--- src/rtl/route_pkg.sv ---
package route_pkg;
   localparam int NDEST = 3;
   localparam int CODE_W = 3;
   localparam logic [CODE_W-1:0] CODE_TMR0 = 3'd2;
   localparam logic [CODE_W-1:0] CODE_TMR1 = 3'd3;
   localparam logic [CODE_W-1:0] CODE_IRQ  = 3'd4;

   // destination index -> code that selects it
   function automatic logic [CODE_W-1:0] dest_code(input int idx);
      case (idx)
         0:       return CODE_TMR0;
         1:       return CODE_TMR1;
         default: return CODE_IRQ;
      endcase
   endfunction
endpackage

--- src/rtl/route_sync.sv ---
module route_sync #(
   parameter int W      = 11,
   parameter int STAGES = 2
) (
   input  logic         clk,
   input  logic         rst_n,
   input  logic [W-1:0] d,
   output logic [W-1:0] q
);
   generate
      if (STAGES < 2) begin : g_bad
         $error("route_sync needs at least two stages");
      end
   endgenerate

   logic [W-1:0] stg [STAGES];

   always_ff @(posedge clk or negedge rst_n) begin
      if (!rst_n) begin
         for (int i = 0; i < STAGES; i++) stg[i] <= '0;
      end else begin
         stg[0] <= d;
         for (int i = 1; i < STAGES; i++) stg[i] <= stg[i-1];
      end
   end

   assign q = stg[STAGES-1];
endmodule

--- src/rtl/route_decode.sv ---
module route_decode
   import route_pkg::*;
#(
   parameter int SEL_W = CODE_W
) (
   input  logic             lvl,
   input  logic [SEL_W-1:0] sel,
   output logic [NDEST-1:0] hit
);
   generate
      if (SEL_W != CODE_W) begin : g_bad
         $error("route_decode code width mismatch");
      end
   endgenerate

   for (genvar d = 0; d < NDEST; d++) begin : g_dst
      assign hit[d] = lvl && (sel == dest_code(d));
   end
endmodule

--- src/rtl/route_merge.sv ---
module route_merge #(
   parameter int NSRC  = 11,
   parameter int NDEST = 3
) (
   input  logic [NSRC*NDEST-1:0] hits,
   output logic [NDEST-1:0]      any_hit
);
   always_comb begin
      any_hit = '0;
      for (int s = 0; s < NSRC; s++) begin
         any_hit = any_hit | hits[s*NDEST +: NDEST];
      end
   end
endmodule

--- src/rtl/pin_route_matrix.sv ---
module pin_route_matrix
   import route_pkg::*;
#(
   parameter int NUM_PINS    = 10,
   parameter int SEL_W       = 3,
   parameter int SYNC_STAGES = 2
) (
   input  logic                      clk,
   input  logic                      rst_n,
   input  logic [NUM_PINS-1:0]       pin_lvl,
   input  logic                      pb_lvl,
   input  logic [NUM_PINS*SEL_W-1:0] pin_sel,
   input  logic [SEL_W-1:0]          pb_sel,
   output logic                      tmr0_clk,
   output logic                      tmr1_clk,
   output logic                      irq_hi
);
   localparam int NSRC = NUM_PINS + 1;

   generate
      if (NUM_PINS < 1) begin : g_bad_pins
         $error("pin_route_matrix needs at least one pin");
      end
      if (SEL_W != CODE_W) begin : g_bad_w
         $error("pin_route_matrix selector width must be 3");
      end
   endgenerate

   logic [NSRC-1:0]       src_raw;
   logic [NSRC-1:0]       src_sync;
   logic [NSRC*SEL_W-1:0] src_sel;
   logic [NSRC*NDEST-1:0] hits;
   logic [NDEST-1:0]      dst;

   assign src_raw = {pb_lvl, pin_lvl};
   assign src_sel = {pb_sel, pin_sel};

   route_sync #(.W(NSRC), .STAGES(SYNC_STAGES)) u_sync (
      .clk   (clk),
      .rst_n (rst_n),
      .d     (src_raw),
      .q     (src_sync)
   );

   for (genvar s = 0; s < NSRC; s++) begin : g_src
      route_decode #(.SEL_W(SEL_W)) u_dec (
         .lvl (src_sync[s]),
         .sel (src_sel[s*SEL_W +: SEL_W]),
         .hit (hits[s*NDEST +: NDEST])
      );
   end

   route_merge #(.NSRC(NSRC), .NDEST(NDEST)) u_merge (
      .hits    (hits),
      .any_hit (dst)
   );

   assign tmr0_clk = dst[0];
   assign tmr1_clk = dst[1];
   assign irq_hi   = dst[2];
endmodule

--- config.mk ---
export PLATFORM = sky130hd
export DESIGN_NAME = pin_route_matrix
export DESIGN_NICKNAME = d
export VERILOG_FILES = /design/src/rtl/route_pkg.sv /design/src/rtl/route_sync.sv /design/src/rtl/route_decode.sv /design/src/rtl/route_merge.sv /design/src/rtl/pin_route_matrix.sv
export SDC_FILE = /design/constraint.sdc
export NUM_CORES = 1
export LEC_CHECK = 0
export BUFFER_PORTS_ARGS = -buffer_cell sky130_fd_sc_hd__buf_2
export CAP_MARGIN = 20
export CORE_ASPECT_RATIO = 0.7
export CORE_MARGIN = 2
export CORE_UTILIZATION = 43
export CTS_CLUSTER_SIZE = 10
export DETAILED_ROUTE_END_ITERATION = 10
export GPL_TIMING_DRIVEN = 0
export PLACE_DENSITY_LB_ADDON = 0.15
export SLEW_MARGIN = 20
export SYNTH_ARGS = -nofsm -noshare
export SYNTH_HDL_FRONTEND = slang
export SYNTH_SLANG_ARGS = --single-unit
--- constraint.sdc ---
create_clock -name clk -period 1.29 [get_ports clk]
set_clock_uncertainty 0.05 [all_clocks]
set_input_delay 0.129 -clock clk [delete_from_list [all_inputs] [get_ports clk]]
set_output_delay 0.129 -clock clk [all_outputs]
set_load 0.05 [all_outputs]
# Word level (Yosys, flattened, before mapping)
# Cells that the tools add are included.
# word_totals
inputBits,46
out_inout_bits,3
regBits,22
wordCells,78
# op_classes
bitwise_logic,10
reduce_logical,33
n_eq_ne,33
# ops
operator,n
"3-bit by 2-bit == test with 1-bit output, second input constant",22
"3-bit == test, second input constant",11
1-bit logical AND,33
3-bit OR,10

# Longest topological paths before layout
# Gate-level depths: netlist of run 1.
# logic_depth
ltp_word,12
mapped_depth,4
mapped_depth_nobuf,4

# Cells and area by module
# From an unflattened synthesis of run 1, not the netlist that was laid out.
# unflattened
cells_unflattened,78
area_unflattened_um2,1086.0
# modules_own_cells
mod,cells_each,instances,area_each_um2,seq_area_each_um2
route_sync,33,1,633.1,550.5
route_decode,3,11,35.0,0.0
route_merge,12,1,67.6,0.0

# Worst setup path before layout of run 1
# Ideal clock, no wire load.
# synth_path
path_type,register -> output
start,register u_sync.stg (netlist bit u_sync.q[4])
end,output tmr1_clk
t_arrival_ps,1251
path_slack_ps,-140
path_stages_with_launch,5
cell_sequence,dfrtp_1 nand4b_1 nand2_1 nor4_1 nand4_1
# synth_via
elab_chain_cells,8
# synth_rtl
item,line,rtl
start: declaration,route_sync.sv:16,logic [W-1:0] stg [STAGES];
1-bit logical AND,route_decode.sv:17,assign hit[d] = lvl && (sel == dest_code(d));
3-bit OR (7 in series),route_merge.sv:11,any_hit = any_hit | hits[s*NDEST +: NDEST];
end: declaration,pin_route_matrix.sv:15,"output logic tmr1_clk,"
# No other way between the ends.

# Final worst setup path of run 1
# layout_path
start,register u_sync.stg (netlist bit u_sync.q[0])
end,output tmr0_clk
# layout_via
elab_chain_cells,11
# layout_rtl
item,line,rtl
1-bit logical AND,route_decode.sv:17,
3-bit OR (10 in series),route_merge.sv:11,
end: declaration,pin_route_matrix.sv:14,"output logic tmr0_clk,"
# No other way between the ends.

==> impl_metrics.toml, run 1 <==
[outcome]
outcome = "finished, violations left"
violations = "setup timing"

[route]
wl_mm = 2.19
vias = 869
firstDrtPassIters = 4
drc_errors = 0
ant_nets = 0
avgRoutedWirePerCell_um = 12.8
vias_per_cell = 5.08
first_iter_violations = 37

[power_and_ir_drop]
p_leak_nw = 0.691
finalPower_mw = 1.40
ir_worst_vdd_v = 0.000710
p_per_area_nw_per_um2 = 956

[worst_hold_path]
hp-class = "in -> async"

[floorplanning]
io_pins = 49
dieArea_um2 = 2590
initial_core_util_pct = 44.5
core_um2 = 2120
die_w_um = 60.0
num_rows = 14
die_h_um = 43.2

[final_layout]
nets = 186
final_common_cell = "buf_2"
final_cell_mix = "buf_2, dfrtp_1, dlygate4sd3_1"
num_antenna_cells = 0
seq_area_um2 = 551
nFillCells = 169
final_area_um2 = 1470
multiInputGateArea_um2 = 449
synthToLayoutAreaGrowth_pct = 55.4
stdcell_count = 171
drive_above_1_share_pct = 44.6

[clocking]
cts_buffers = 3
clk_latency_ns = 0.30
htreeDepth = 1
clock-root-buffer = "clkbuf_4"
cts_tree = "yes"
clk_pin_slew_ns = 0.11
clockBufferDepth = 2
cts_sinks = 22

[sta]
period_needed_ns = 1.67
period_share_pct = 130
worst_pin_slew_ns = 0.494
rsz0062_at_grt = "yes"
fmaxAchievable_ghz = 0.597
finalSetupTns_ns = -1.11
hold_violations = 0
slew_headroom_pct = 66.6
setup_viol = 3
slew_viol_final = 0
worst_slack_ns = -0.384

[logic_synthesis]
yosysWarnings = 0
ys_ff_latch = 22
synth.avg_cell_area_um2 = 12.7
synth.distinct_cells = 12
syn_inst = 74
syn_nets = 120
netlist_area_um2 = 943
synth_seq_area_share_pct = 58.4

[critical_path]
cp_max_fo = 3
cpPeakStageDelay_ns = 0.41
rr_startpoint = "u_sync.stg[11]"
critPathLaunchType = "flop"
path_cells = "and4bb_1 -> nor4_4 -> nand3_2 -> buf_6"
path_delay_family = "simple AND/OR/NAND/NOR gates"
path_buf_inv = 1
reg2reg_depth = 0
cp.required_ns = 1.11
critPathKind = "reg -> out"
ff2ff_setup_slack_ns = 0.75
worstPathArrival_ns = 1.49
slowest_stage = "dfrtp_1"
endpoint_kind = "output pin"
r2r_end = "u_sync.q[0]"

[global_routing]
grt_usage_pct = 19.4
grt_start_max_net_pins = 23
grt.overflow.total = 0
grt_pass1_vias = 871
antenna_found_initial = 0
grt_pass1_wl_mm = 3.64

[placement]
place_area_um2 = 1250
gp_congestion = 0.748
hpwl_mm = 1.77
dp.cells = 154
dp_slack_ns = -0.142
portBuffers = 48

[flow_run]
drv_cap = 0
[logic make-up after synthesis]
family | Yosys count | share of synthesized area (%)
simple gates | 51 | 40.7
flops | 22 | 58.4
compound gates | 1 | 0.929
[cell type report]
type                       count  area share (%)
timing repair buffer          61            26.6
sequential                    22            37.5
multi-input combinational     52            30.6
tap                           32            2.73
clock buffer                   4            2.47
[per-layer routing]
metal  share of wire (%)  global-route usage, %  up-vias
li1                    -                      -      433
met1                  42                   23.2      401
met2                  53                   34.8       31
met3                 3.6                   3.05        4
met4                 1.4                   6.67        0
met5                   0                      0        -
[Yosys cell counts]
library cell | instances | area [µm²]
dfrtp_1 | 22 | 551
nand4b_1 | 11 | 96.3
nor4bb_1 | 11 | 110
nand2_1 | 9 | 33.8
nor3_1 | 6 | 30.0
nor4_1 | 5 | 31.3
and4bb_1 | 4 | 50.1
nand3_1 | 2 | 10.0
a311oi_1 | 1 | 8.76
and4bb_2 | 1 | 12.5
nand4_1 | 1 | 6.26
nor2_1 | 1 | 3.75
[power by group]
part	switching, mW	internal [mW]	leakage, nW
sequential	0.0182	0.724	0.256
combinational	0.147	0.157	0.413
clock	0.184	0.172	0.0210
[state kept, by name, indices dropped and copies added, names as in the netlist]
name	flops
u_sync.q	11
u_sync.stg	11
[how the worst max path moves through the flow]
stage                      startpoint       end  slack (ns)  depth (start not counted)
after floorplan           u_sync.q[4]  tmr1_clk       -0.13                          4
after global placement    u_sync.q[9]  tmr1_clk       -0.11                          5
after detailed placement  u_sync.q[0]  tmr0_clk       -0.14                          4
after CTS                 u_sync.q[4]  tmr0_clk       -0.42                          4
after global routing      u_sync.q[0]  tmr0_clk       -0.48                          4
final                     u_sync.q[0]  tmr0_clk       -0.38                          4
[stage by stage]
step | hold WS (ns) | utilization (%)
global route | 0.262 | 69.2
finish | 0.244 | 69.2
detailed placement | 0.0549 | 59.1
floorplan | -0.217 | -
global placement | 0.0480 | 59.1
CTS | 0.253 | 68.4
[what timing repair did]
action,CTS,global route
gates resized for setup,9,2
setup endpoints to repair,3,3
hold endpoints to repair,33,0
pin swaps,3,3
hold buffers,12,0
buffers inserted,0,1
Power figures use the tool's default switching activity.
==> run 2, diff against run 1 <==
ABC_AREA = 1   (was unset)
BUFFER_PORTS_ARGS = -buffer_cell sky130_fd_sc_hd__clkbuf_2   (was -buffer_cell sky130_fd_sc_hd__buf_2)
CORE_UTILIZATION = 45   (was 43)
==> run 2 against run 1 <==
The flow still finishes with violations (setup timing). Setup slack better by 0.16 ns. Final cell count up 39%. First-iteration DRC count is 110% higher. Clock power shrank 22%. Utilization is 0.10 points lower. Sequential cell count unchanged. Cell area grew 3.2%. Synthesized area increased by 12%. Synthesized cell count grew 93%. Maximum frequency up 10%. Via count rose by 20%. Critical path type unchanged. Largest power group unchanged.
==> impl_metrics.toml, run 2 <==
[power_and_ir_drop]
seqPwrFrac_pct = 55.3
intPower_mw = 0.980
finalPower_mw = 1.34
clockPowerShare_pct = 20.8
p_per_area_nw_per_um2 = 887
switchingPower_mw = 0.362
p_leak_nw = 0.900
p_sw_share_pct = 26.9
ir_worst_vdd_v = 0.000719
combPwrFrac_pct = 23.9

[sta]
slew_headroom_pct = 67.7
worst_pin_slew_ns = 0.484
hold_violations = 0
rsz0062_at_grt = "yes"
worst_slack_ns = -0.225
fmaxAchievable_ghz = 0.660
period_share_pct = 117
setup_viol = 3
period_needed_ns = 1.52
slew_viol_final = 0

[final_layout]
drive_above_1_share_pct = 27.2
nets = 254
final_common_cell = "clkbuf_2"
stdcell_count = 238
final_util_pct = 69.1
final_area_um2 = 1510
num_antenna_cells = 0
final_cell_mix = "clkbuf_2, nor2_1, inv_1, nand2_1, dfrtp_1"
synthToLayoutAreaGrowth_pct = 43.6

[route]
vias = 1044
firstDrtPassIters = 4
drc_errors = 0
avgRoutedWirePerCell_um = 9.39
vias_per_cell = 4.39
first_iter_violations = 79
wl_mm = 2.23
ant_nets = 0

[global_routing]
grt_pass1_wl_mm = 3.44
grt_pass1_vias = 882
grt.overflow.total = 0
antenna_found_initial = 0
grt_start_max_net_pins = 23
grt_usage_pct = 17.2

[outcome]
violations = "setup timing"
outcome = "finished, violations left"

[logic_synthesis]
ys_top_cells_by_count = "nor2_1, inv_1, nand2_1"
syn_nets = 189
synthArstFlopShare_pct = 100
synth.distinct_cells = 9
synth_top_cell_area_share_pct = 52.3
synth.avg_cell_area_um2 = 7.37
synth_edf_count = 0
synth.largest_area_cell = "dfrtp_1"
netlist_area_um2 = 1050
synthFlopType = "dfrtp_1"
synth_seq_area_share_pct = 52.3
syn_inst = 143
synth.most_common_cell = "nor2_1"
ys_ff_latch = 22
yosysWarnings = 0
synthTopCellsByArea = "dfrtp_1, nor2_1, inv_1"

[floorplanning]
initial_core_util_pct = 48.1
io_pins = 49
die_h_um = 44.5
core_um2 = 2190
num_rows = 14
die_w_um = 61.8
dieArea_um2 = 2750

[critical_path]
cp.required_ns = 1.11
critPathLaunchType = "flop"
worstPathArrival_ns = 1.34
cp_max_fo = 2
endpoint_kind = "output pin"
critPathKind = "reg -> out"

[worst_hold_path]
hp-class = "in -> async"

[clocking]
clk_latency_ns = 0.29
cts_tree = "yes"
clk_pin_slew_ns = 0.10
clock-root-buffer = "clkbuf_4"
cts_buffers = 3
clockBufferDepth = 2
post_cts_buffers = 0
htreeDepth = 1
cts_sinks = 22

[flow_run]
drv_cap = 0

[placement]
dp.cells = 223
hpwl_mm = 1.82
place_area_um2 = 1330
portBuffers = 48
gp_congestion = 0.813
==> run 2: cell count changes in the layout (fill, tap and decap cells not counted), moves of 10 or more <==
| cell | previous run | this run |
|---|---|---|
| clkbuf_2 | 0 | 45 |
| inv_1 | 0 | 28 |
| buf_2 | 45 | 0 |
| nor4bb_1 | 10 | 0 |
| nor2_1 | 1 | 37 |
| nand2_1 | 9 | 28 |
| nand3_1 | 0 | 12 |
| nand4b_1 | 11 | 0 |
==> run 2: per-stage QoR <==
step	setup slack [ns]	setup TNS [ns]	hold slack, ns
after floorplan	0.0910	0	-0.217
after global placement	0.0907	0	0.0544
after detailed placement	0.0738	0	0.0618
after CTS	-0.193	-0.539	0.277
after global routing	-0.326	-0.876	0.297
final	-0.225	-0.580	0.259
==> run 2: layer usage <==
layer / vias up / global-route usage (%) / share of wire [%]
met4: 0 / 6.38 / 0.63
met2: 28 / 31.4 / 51
met1: 452 / 21.0 / 45
met5: - / 0 / 0
li1: 562 / - / -
met3: 2 / 1.75 / 3.6
==> run 2: final cells by class <==
class                      instances  area, µm²
multi-input combinational         92        402
clock buffer                       3       22.5
timing repair buffer              60        389
sequential                        22        551
inverter                          29        109
tap                               32       40.0
fill                             182        677
==> run 2: power by group through the flow <==
stage	logic, mW	registers [mW]	clock network [mW]
floorplan	0.130	0.750	0
global placement	0.248	0.754	0
detailed placement	0.257	0.756	0
CTS	0.309	0.742	0.287
global route	0.353	0.748	0.316
finish	0.320	0.742	0.279
==> run 2: worst max-delay path, cell delays in order, from the launching register on <==
cell     delay, ns
dfrtp_1       0.41
inv_2         0.07
nor2_2        0.03
nand2_1       0.05
nand2_1       0.05
nor2_1        0.10
nand3_1       0.13
buf_8         0.18
==> run 2: worst paths after layout <==
path	from	to	slack, ns	cells after the start
max	u_sync.q[5]	tmr0_clk	-0.23	7
min	rst_n	u_sync.stg[16]	0.26	2
max reg2reg	u_sync.stg[14]	u_sync.q[3]	0.76	0
min reg2reg	u_sync.stg[21]	u_sync.q[10]	0.31	0
max in group asynchronous	rst_n	u_sync.q[7]	0.60	2
min in group clk	u_sync.stg[21]	u_sync.q[10]	0.31	0
==> run 2: cell families after synthesis <==
kind of cell | Yosys count | synth area share [%]
buffers and inverters | 29 | 10.3
and+or+nand+nor | 92 | 37.4
DFF | 22 | 52.3
==> run 2: timing repair <==
item	in CTS	in global routing
endpoints found under the setup margin	3	3
hold buffers	12	0
resized for setup	6	5
pin swaps	10	2
hold endpoints to repair	33	0
==> run 3, diff against run 2 <==
PLACE_DENSITY = 0.82   (was unset)
PLACE_DENSITY_LB_ADDON = unset   (was 0.15)
SYNTH_HIERARCHICAL = 1   (was unset)
TNS_END_PERCENT = 5   (was unset)
==> run 3 against run 2 <==
The flow still finishes with violations (setup timing). Global-route usage is 1.7 points lower. Critical path type unchanged. Hold slack better by 0.039 ns. Total power is 10% higher. Register-to-register slack hardly changed. Critical path depth stayed put. Critical endpoint unchanged. Combinational power is 9.4% higher. Die area is 14% higher. First-iteration DRC count is 44% lower.
==> impl_metrics.toml, run 3 <==
[outcome]
outcome = "finished, violations left"
violations = "setup timing"

[logic_synthesis]
synth_mux_area_share_pct = 0
ys_top_cells_by_count = "nand2_1, nor2_1, inv_1"
synth_fa_ha_area_share_pct = 0
synth.most_common_cell = "nand2_1"
synth.distinct_cells = 7
synth_seq_area_share_pct = 45.2
synth-xor-area-share_pct = 0
synth.largest_area_cell = "dfrtp_1"
syn_inst = 187
yosysWarnings = 6
synth_top_cell_area_share_pct = 45.2
synth-simple-area-share_pct = 37.0
synthArstFlopShare_pct = 100
synth.avg_cell_area_um2 = 6.52
synth_compound_area_share_pct = 0
synth_edf_count = 0
synth_top_family_by_area = "simple AND/OR/NAND/NOR gates"
synthFlopType = "dfrtp_1"
ys_ff_latch = 22
synthTopCellsByArea = "dfrtp_1, nand2_1, nor2_1"
syn_nets = 233
netlist_area_um2 = 1220

[final_layout]
final_cell_mix = "nand2_1, nor2_1, clkbuf_2"
drive_above_1_share_pct = 32.5
final_common_cell = "nand2_1"
nets = 288
nFillCells = 232
synthToLayoutAreaGrowth_pct = 35.7
final_util_pct = 65.8
num_antenna_cells = 0
final_area_um2 = 1650

[sta]
slew_viol_final = 0
slew_headroom_pct = 67.7
hold_violations = 0
period_share_pct = 114
finalSetupTns_ns = -0.513
worst_slack_ns = -0.183
worst_pin_slew_ns = 0.484
period_needed_ns = 1.47
fmaxAchievable_ghz = 0.679
rsz0062_at_grt = "yes"
setup_viol = 3

[placement]
gp_congestion = 0.757
place_area_um2 = 1500
portBuffers = 48
hpwl_mm = 1.73

[global_routing]
antenna_found_initial = 0
grt_pass1_wl_mm = 3.66
grt_pass1_vias = 954
grt_usage_pct = 15.6
grt.overflow.total = 0
grt_start_max_net_pins = 23

[critical_path]
cp.required_ns = 1.11
worstPathArrival_ns = 1.29
cp_max_fo = 2
critPathLaunchType = "flop"
critPathKind = "reg -> out"
endpoint_kind = "output pin"

[power_and_ir_drop]
combPwrFrac_pct = 23.6
intPower_mw = 1.09
switchingPower_mw = 0.385
clockPowerShare_pct = 26.1
ir_worst_vdd_v = 0.000841
seqPwrFrac_pct = 50.3
p_per_area_nw_per_um2 = 894
finalPower_mw = 1.48
p_sw_share_pct = 26.0
p_leak_nw = 0.953

[route]
drc_errors = 0
avgRoutedWirePerCell_um = 8.11
vias = 1104
first_iter_violations = 44
wl_mm = 2.22
vias_per_cell = 4.03
ant_nets = 0
firstDrtPassIters = 4

[clocking]
clock-root-buffer = "clkbuf_8"
htreeDepth = 1
cts_sinks = 22
clockBufferDepth = 2
cts_tree = "yes"
clk_latency_ns = 0.25
cts_buffers = 3
clk_pin_slew_ns = 0.07
post_cts_buffers = 0

[worst_hold_path]
hp-class = "reg -> reg"

[floorplanning]
dieArea_um2 = 3150
num_rows = 15
core_um2 = 2510
die_w_um = 66.2
die_h_um = 47.5
io_pins = 49
initial_core_util_pct = 48.5

[flow_run]
drv_cap = 0
[run 3: path summary, 6_finish.rpt]
check,start,end,slack [ns],depth (start not counted)
max,u_sync/q[9],tmr0_clk,-0.18,7
min reg2reg,u_sync/stg[18],u_sync/q[7],0.30,0
min,u_sync/stg[18],u_sync/q[7],0.30,0
max in group asynchronous,rst_n,u_sync/q[0],0.54,2
max reg2reg,u_sync/stg[13],u_sync/q[2],0.76,0
min in group asynchronous,rst_n,u_sync/stg[19],0.31,2
[run 3: timing repair]
action	CTS	global route
resized for setup	19	5
endpoints found under the hold margin	33	0
pin swaps	26	7
endpoints found under the setup margin	3	3
hold buffers	12	0
[run 3: stage by stage]
stage | hold slack (ns) | worst slack [ns] | std cells
after floorplan | -0.217 | 0.0395 | 187
after global placement | 0.0581 | -0.0583 | 269
after detailed placement | 0.0591 | -0.0557 | 269
after CTS | 0.300 | -0.188 | 274
after global routing | 0.306 | -0.287 | 274
final | 0.298 | -0.183 | 274
[run 3: area by class of cell]
cell class | count | area, µm² | share of cell area (%)
buffer | 1 | 7.51 | 0.454
clock buffer | 3 | 41.3 | 2.50
inverter | 36 | 135 | 8.17
multi-input combinational | 118 | 488 | 29.5
sequential | 22 | 551 | 33.3
tap | 34 | 42.5 | 2.57
timing repair buffer | 60 | 389 | 23.5
[run 3: worst max-delay path, cell delays in order, from the launching register on]
cell	delay [ns]
dfrtp_1	0.41
nand2_2	0.09
nor2_1	0.04
nor2_1	0.09
nand2_1	0.06
nor2_1	0.12
nand2_1	0.09
buf_8	0.15
[run 3: layer usage]
layer / global-route usage (%) / routed length (µm) / up-vias
met5: 0 / 0 / -
met4: 4.90 / 0 / 0
met3: 1.65 / 110 / 0
met2: 28.2 / 1050 / 28
met1: 20.4 / 1060 / 455
li1: - / - / 621
[run 3: cell families after synthesis]
group | count (synthesis)
DFF | 22
and+or+nand+nor | 118
buffers and inverters | 47
[run 3: power groups by stage]
stage	Combinational [mW]	Sequential, mW	Clock (mW)
2_1_floorplan	0.182	0.744	0
3_3_place_gp	0.303	0.746	0
3_5_place_dp	0.308	0.747	0
4_1_cts	0.341	0.743	0.394
5_1_grt	0.392	0.746	0.429
6_report	0.350	0.743	0.386
